$ cat src/rtl/misalign_pkg.sv
package misalign_pkg;
   typedef enum logic [1:0] {
      SZ_BYTE  = 2'd0,
      SZ_WORD  = 2'd1,
      SZ_DWORD = 2'd2,
      SZ_QWORD = 2'd3
   } op_size_e;

   typedef enum logic [1:0] {
      ST_IDLE   = 2'd0,
      ST_FIRST  = 2'd1,
      ST_SECOND = 2'd2,
      ST_DONE   = 2'd3
   } xfer_state_e;
endpackage

$ cat src/rtl/split_planner.sv
module split_planner
   import misalign_pkg::*;
#(
   parameter int BUS_BYTES   = 8,
   parameter int GROUP_BYTES = 4
) (
   input  logic [$clog2(BUS_BYTES)-1:0] off,
   input  op_size_e                     size,
   output logic                         split,
   output logic                         hi_next_beat,
   output logic [BUS_BYTES-1:0]         mask_lo,
   output logic [BUS_BYTES-1:0]         mask_hi
);
   localparam int OFF_W = $clog2(BUS_BYTES);
   localparam int LANES = 2 * BUS_BYTES;
   localparam int CW    = OFF_W + 2;
   localparam logic [CW-1:0] BUSB     = CW'(BUS_BYTES);
   localparam logic [CW-1:0] GRP      = CW'(GROUP_BYTES);
   localparam logic [CW-1:0] GRP_MASK = ~CW'(GROUP_BYTES - 1);

   logic [CW-1:0]    nbytes;
   logic [CW-1:0]    grp_bnd;
   logic [CW-1:0]    bnd;
   logic [LANES-1:0] full;
   logic [LANES-1:0] below;
   logic [LANES-1:0] hi_lanes;

   always_comb nbytes = CW'(1) << size;
   always_comb full   = ((LANES'(1) << nbytes) - LANES'(1)) << off;

   generate
      if (GROUP_BYTES == BUS_BYTES) begin : g_grp_is_beat
         always_comb grp_bnd = BUSB;
      end else begin : g_grp_sub_beat
         always_comb grp_bnd = (CW'(off) & GRP_MASK) + GRP;
      end
   endgenerate

   always_comb begin
      bnd          = (size == SZ_QWORD) ? BUSB : grp_bnd;
      split        = (CW'(off) + nbytes) > bnd;
      below        = (LANES'(1) << bnd) - LANES'(1);
      hi_lanes     = full & ~below;
      hi_next_beat = (bnd == BUSB);
      mask_lo      = full[BUS_BYTES-1:0] & below[BUS_BYTES-1:0];
      mask_hi      = hi_next_beat ? hi_lanes[LANES-1:BUS_BYTES]
                                  : hi_lanes[BUS_BYTES-1:0];
   end
endmodule

$ cat src/rtl/lane_rotator.sv
module lane_rotator
   import misalign_pkg::*;
#(
   parameter int BUS_BYTES = 8
) (
   input  logic [$clog2(BUS_BYTES)-1:0] off,
   input  op_size_e                     size,
   input  logic [8*BUS_BYTES-1:0]       wdata,
   input  logic [16*BUS_BYTES-1:0]      rd_wide,
   output logic [16*BUS_BYTES-1:0]      wr_wide,
   output logic [8*BUS_BYTES-1:0]       rd_val
);
   localparam int OFF_W = $clog2(BUS_BYTES);
   localparam int DW    = 8 * BUS_BYTES;
   localparam int IW    = OFF_W + 1;

   logic [OFF_W+1:0] nbytes;

   always_comb nbytes  = (OFF_W + 2)'(1) << size;
   always_comb wr_wide = {{DW{1'b0}}, wdata} << {off, 3'b000};

   generate
      for (genvar i = 0; i < BUS_BYTES; i++) begin : g_lane
         logic [IW-1:0] src;
         always_comb begin
            src = IW'(off) + IW'(i);
            rd_val[8*i +: 8] = ((OFF_W + 2)'(i) < nbytes)
                               ? rd_wide[{src, 3'b000} +: 8] : 8'h00;
         end
      end
   endgenerate
endmodule

$ cat src/rtl/misalign_splitter.sv
module misalign_splitter
   import misalign_pkg::*;
#(
   parameter int ADDR_W      = 32,
   parameter int BUS_BYTES   = 8,
   parameter int GROUP_BYTES = 4
) (
   input  logic                   clk,
   input  logic                   rst,
   input  logic                   req_valid,
   output logic                   req_ready,
   input  logic [ADDR_W-1:0]      req_addr,
   input  logic [1:0]             req_size,
   input  logic                   req_write,
   input  logic [8*BUS_BYTES-1:0] req_wdata,
   output logic                   bus_valid,
   output logic [ADDR_W-1:0]      bus_addr,
   output logic [BUS_BYTES-1:0]   bus_be,
   output logic                   bus_write,
   output logic [8*BUS_BYTES-1:0] bus_wdata,
   input  logic                   bus_ack,
   input  logic [8*BUS_BYTES-1:0] bus_rdata,
   output logic                   done,
   output logic [8*BUS_BYTES-1:0] rdata
);
   localparam int OFF_W = $clog2(BUS_BYTES);
   localparam int DW    = 8 * BUS_BYTES;

   generate
      if (BUS_BYTES != 8) begin : g_bad_bus
         $error("misalign_splitter: BUS_BYTES must be 8");
      end
      if ((GROUP_BYTES < 2) || (GROUP_BYTES > BUS_BYTES) ||
          ((GROUP_BYTES & (GROUP_BYTES - 1)) != 0)) begin : g_bad_grp
         $error("misalign_splitter: GROUP_BYTES must be a power of two in 2..BUS_BYTES");
      end
      if (ADDR_W <= OFF_W) begin : g_bad_addr
         $error("misalign_splitter: ADDR_W too small");
      end
   endgenerate

   xfer_state_e       state_q;
   logic [ADDR_W-1:0] addr_q;
   op_size_e          size_q;
   logic              wr_q;
   logic [DW-1:0]     wdata_q;
   logic [2*DW-1:0]   gather_q;

   logic              split;
   logic              hi_next_beat;
   logic [BUS_BYTES-1:0] mask_lo;
   logic [BUS_BYTES-1:0] mask_hi;
   logic [2*DW-1:0]   wr_wide;
   logic [DW-1:0]     rd_val;
   logic              second;
   logic              beat_up;
   logic              accept;
   logic              beat_done;

   split_planner #(.BUS_BYTES(BUS_BYTES), .GROUP_BYTES(GROUP_BYTES)) u_plan (
      .off          (addr_q[OFF_W-1:0]),
      .size         (size_q),
      .split        (split),
      .hi_next_beat (hi_next_beat),
      .mask_lo      (mask_lo),
      .mask_hi      (mask_hi)
   );

   lane_rotator #(.BUS_BYTES(BUS_BYTES)) u_rot (
      .off     (addr_q[OFF_W-1:0]),
      .size    (size_q),
      .wdata   (wdata_q),
      .rd_wide (gather_q),
      .wr_wide (wr_wide),
      .rd_val  (rd_val)
   );

   always_comb begin
      req_ready = (state_q == ST_IDLE);
      accept    = req_ready && req_valid;
      bus_valid = (state_q == ST_FIRST) || (state_q == ST_SECOND);
      second    = (state_q == ST_SECOND);
      beat_up   = second && hi_next_beat;
      beat_done = bus_valid && bus_ack;
      bus_addr  = {addr_q[ADDR_W-1:OFF_W], {OFF_W{1'b0}}}
                  + (beat_up ? ADDR_W'(BUS_BYTES) : ADDR_W'(0));
      bus_be    = !bus_valid ? '0 : (second ? mask_hi : mask_lo);
      bus_write = wr_q;
      bus_wdata = beat_up ? wr_wide[2*DW-1:DW] : wr_wide[DW-1:0];
      done      = (state_q == ST_DONE);
      rdata     = (done && !wr_q) ? rd_val : '0;
   end

   always_ff @(posedge clk) begin
      if (rst) begin
         state_q <= ST_IDLE;
         addr_q  <= '0;
         size_q  <= SZ_BYTE;
         wr_q    <= 1'b0;
         wdata_q <= '0;
      end else begin
         case (state_q)
            ST_IDLE: if (accept) begin
               state_q <= ST_FIRST;
               addr_q  <= req_addr;
               size_q  <= op_size_e'(req_size);
               wr_q    <= req_write;
               wdata_q <= req_wdata;
            end
            ST_FIRST:  if (bus_ack) state_q <= split ? ST_SECOND : ST_DONE;
            ST_SECOND: if (bus_ack) state_q <= ST_DONE;
            default:   state_q <= ST_IDLE;
         endcase
      end
   end

   generate
      for (genvar i = 0; i < BUS_BYTES; i++) begin : g_gather
         always_ff @(posedge clk) begin
            if (rst || accept) begin
               gather_q[8*i +: 8]      <= 8'h00;
               gather_q[DW + 8*i +: 8] <= 8'h00;
            end else if (beat_done && bus_be[i]) begin
               if (beat_up) gather_q[DW + 8*i +: 8] <= bus_rdata[8*i +: 8];
               else         gather_q[8*i +: 8]      <= bus_rdata[8*i +: 8];
            end
         end
      end
   endgenerate
endmodule

$ cat config.mk
export PLATFORM = sky130hd
export DESIGN_NAME = misalign_splitter
export DESIGN_NICKNAME = d
export VERILOG_FILES = /design/src/rtl/misalign_pkg.sv /design/src/rtl/split_planner.sv /design/src/rtl/lane_rotator.sv /design/src/rtl/misalign_splitter.sv
export SDC_FILE = /design/constraint.sdc
export NUM_CORES = 1
export LEC_CHECK = 0
export ABC_AREA = 1
export CORE_UTILIZATION = 51
export DETAILED_ROUTE_END_ITERATION = 8
export GPL_TIMING_DRIVEN = 0
export PLACE_DENSITY_LB_ADDON = 0.12
export SYNTH_ARGS = -nofsm -noshare
export SYNTH_HDL_FRONTEND = slang
export SYNTH_SLANG_ARGS = --single-unit
$ cat constraint.sdc
create_clock -name clk -period 4 [get_ports clk]
set_input_delay 0.8 -clock clk [delete_from_list [all_inputs] [get_ports clk]]
set_output_delay 0.8 -clock clk [all_outputs]
set_load 0.01 [all_outputs]
==> results.py <==
metrics = {
    "routing": {
        "via_per_inst": 6.459,
        "routed_wl_mm": 80.42,
        "dr.pass1.iters": 7,
        "drt_iter0_markers": 3534,
        "wire_per_inst_um": 26.01,
        "route.detailed.drc": 0,
        "ant_nets": 0,
        "vias": 19970,
    },
    "logic_synthesis": {
        "synth_top_cell_by_area": "dfxtp_1",
        "syn_area_per_cell_um2": 6.251,
        "synth_area_um2": 14450,
        "synth.area.top_cells": "dfxtp_1, o21ai_0, nand2_1",
        "synth.distinct_cells": 52,
        "synth_seq_cells": 221,
        "synthCells": 2312,
        "yosysSeqAreaShare_pct": 30.61,
        "yosys_warnings": 0,
        "synth_top_area_share_pct": 30.61,
    },
    "placed_design": {
        "dp_hpwl_mm": 58.56,
        "placed_cells": 3027,
        "place_area_um2": 18290,
        "place.gp.congestion": 1.183,
        "post-place-ws_ns": -1.201,
        "numPortBuffers": 335,
    },
    "layout": {
        "fin_area_um2": 19930,
        "final_nets": 2873,
        "finalNonFillerCells": 3092,
        "drive_gt1_share_pct": 11.73,
        "seq_area_um2": 4429,
        "final_core_util_pct": 71.56,
        "area_delta_synth_final_pct": 37.93,
        "multi_input_area_um2": 9066,
        "nFillCells": 2255,
    },
    "timing": {
        "finalSetupTns_ns": -0.8170,
        "hold_viol": 0,
        "slew_headroom_pct": -0.8932,
        "tightest_slew_ns": 1.498,
        "fin_skew_ns": 0.02641,
        "post-route-period-util_pct": 103.4,
        "worst_slack_ns": -0.1371,
        "rsz0062_at_grt": "yes",
        "min_period_ns": 4.137,
        "slew_violations": 1,
        "worst_hold_slack_ns": 0.4722,
        "max_freq_ghz": 0.2417,
        "setup_violations": 18,
    },
    "hold_path": {
        "min-delay-start": "gather_q[3]$_SDFFE_PP0P_",
        "min_path_cells": 2,
        "holdPathEnd": "gather_q[3]$_SDFFE_PP0P_",
        "hp-class": "reg -> reg",
    },
    "clock_tree": {
        "cts_root_buf": "clkbuf_16",
        "clkTransAtPathRegs_ns": 0.07,
        "cts_sinks": 221,
        "numCtsBuffers": 25,
        "cts_hold_repair.buffers": 0,
        "ctsHtreeMaxLevel": 1,
        "insertion_delay_ns": 0.57,
        "cts.path.max_buffers": 3,
        "tritoncts": "built",
    },
    "grt": {
        "grt_pass1_vias": 18500,
        "grt_pass1_wl_mm": 113.7,
        "antenna_found_initial": 4,
        "gr-total-overflow": 0,
        "grt_util_all_layers_pct": 53.44,
        "grt_max_degree": 14,
    },
    "worst_setup_path": {
        "rr_endpoint": "gather_q[10]$_SDFFE_PP0P_",
        "reg2reg_setup_slack_ns": 0.26,
        "crit_required_ns": 3.20,
        "r2r_start": "state_q[1]$_SDFFE_PP0P_",
        "crit_fanout": 10,
        "cp.arrival_ns": 3.34,
        "path_class": "reg -> out",
        "r2r_cells": 8,
        "worstSetupStartpointType": "flip-flop",
        "worstSetupEndpointType": "primary output",
    },
    "status": {
        "status": "finished with violations",
        "violations": "capacitance limit, slew limit, setup timing",
    },
    "floorplan": {
        "io_pins": 339,
        "initial_core_util_pct": 51.88,
        "core_um2": 27860,
        "dieHeight_um": 170.3,
        "die-area_um2": 29020,
        "fp.dieW_um": 170.3,
        "rows": 61,
    },
    "power_and_ir_drop": {
        "pwr_density_cell_nw_per_um2": 652.5,
        "p_total_mw": 13.01,
        "ir_worst_vdd_mv": 0.4667,
        "p_leak_nw": 8.084,
    },
    "flow_run": {
        "drv_cap": 1,
    },
}
## power by group
| group | internal [mW] | switching (mW) | total [mW] |
|---|---|---|---|
| logic | 2.64 | 4.98 | 7.62 |
| clock network | 1.44 | 1.04 | 2.48 |
| registers | 2.56 | 0.350 | 2.91 |
## worst max-delay path, stage by stage, from the launching register on
cell and delay [ns]:
dfxtp_1 0.35, buf_4 0.19, buf_4 0.21, buf_2 0.23
nand2_1 0.07, o21ai_1 0.21, o21ai_0 0.23, or2_2 0.34
a21oi_4 0.31, clkdlybuf4s50_1 0.62
## registers in the layout, indices dropped and copies added, names as in the netlist
name / count
size_q: 2
state_q: 2
wdata_q: 64
addr_q: 32
bus_write: 1
gather_q: 120
## per-layer routing
metal	global-route usage [%]	up-vias	wire [µm]
met2	81.34	1896	33590
li1	-	8492	-
met3	15.09	573	11040
met4	47.87	2	8726
met1	61.13	9009	27050
met5	0	-	13
## worst max-delay path by stage
stage / from / to / slack, ns / depth (start not counted)
floorplan: state_q[0]$_SDFFE_PP0P_ / bus_addr[27] / 0.26 / 17
global placement: state_q[0]$_SDFFE_PP0P_ / bus_addr[29] / -0.98 / 18
detailed placement: state_q[0]$_SDFFE_PP0P_ / bus_addr[29] / -1.20 / 18
CTS: state_q[0]$_SDFFE_PP0P_ / bus_addr[29] / -0.04 / 19
global route: addr_q[0]$_SDFFE_PP0P_ / rdata[32] / -0.14 / 9
finish: addr_q[0]$_SDFFE_PP0P_ / rdata[32] / -0.14 / 9
## cells in the mapped netlist, drive strengths merged
master	instances
o311ai	1
o211ai	15
a22oi	15
nand3	81
nor4	1
buf	86
nand2	493
mux2i	26
o21a	5
xor2	17
nand4	11
inv	171
a211oi	23
or2	22
xnor2	11
and2	1
o2bb2ai	1
clkinv	4
a21oi	212
clkbuf	87
nor3	10
o221ai	27
dfxtp	221
ha	13
nor2	313
o31ai	5
a31oi	1
a311oi	1
and3	1
o22ai	35
conb	1
a21boi	2
o21ai	399
## cells in the final DEF (no fill, tap or decap), drive strengths merged, types with 2 or more instances in the layout
cell and instances:
nand2 493, o21ai 399, clkdlybuf4s50 313, nor2 313, dfxtp 221, a21oi 212
inv 172, clkbuf 135, buf 97, nand3 81, o22ai 35, o221ai 27
mux2i 26, a211oi 23, or2 22, xor2 17, o211ai 15, a22oi 15
ha 13, xnor2 11, nand4 11, dlymetal6s2s 10, nor3 10, clkinv 8
o21a 5, o31ai 5, clkinvlp 4, dlygate4sd2 4, conb 3, bufinv 3
diode 2, a21boi 2
## cells by family after synthesis
logic type,Yosys count,synth area share (%)
AOI/OAI and AO/OA,742,27.96
xor gates and xnor gates,28,1.697
buffers and inverters,348,9.913
DFF,221,30.61
other,1,0.02595
and+or+nand+nor,933,26.86
adders and majority gates,13,1.125
muxes,26,1.801
## repair_timing
action	in CTS	in global routing
pin swaps	11	10
buffers inserted	11	7
endpoints found under the setup margin	153	143
resized for setup	155	139
## layout make-up
| type | instances | share of cell area (%) |
|---|---|---|
| tap | 378 | 2.373 |
| multi-input combinational | 1745 | 45.48 |
| clock inverter | 12 | 0.7846 |
| timing repair buffer | 353 | 17.44 |
| buffer | 172 | 4.720 |
| antenna | 2 | 0.02511 |
| clock buffer | 34 | 3.559 |
| sequential | 221 | 22.22 |
| inverter | 175 | 3.402 |
(Power assumes the default switching activity.)
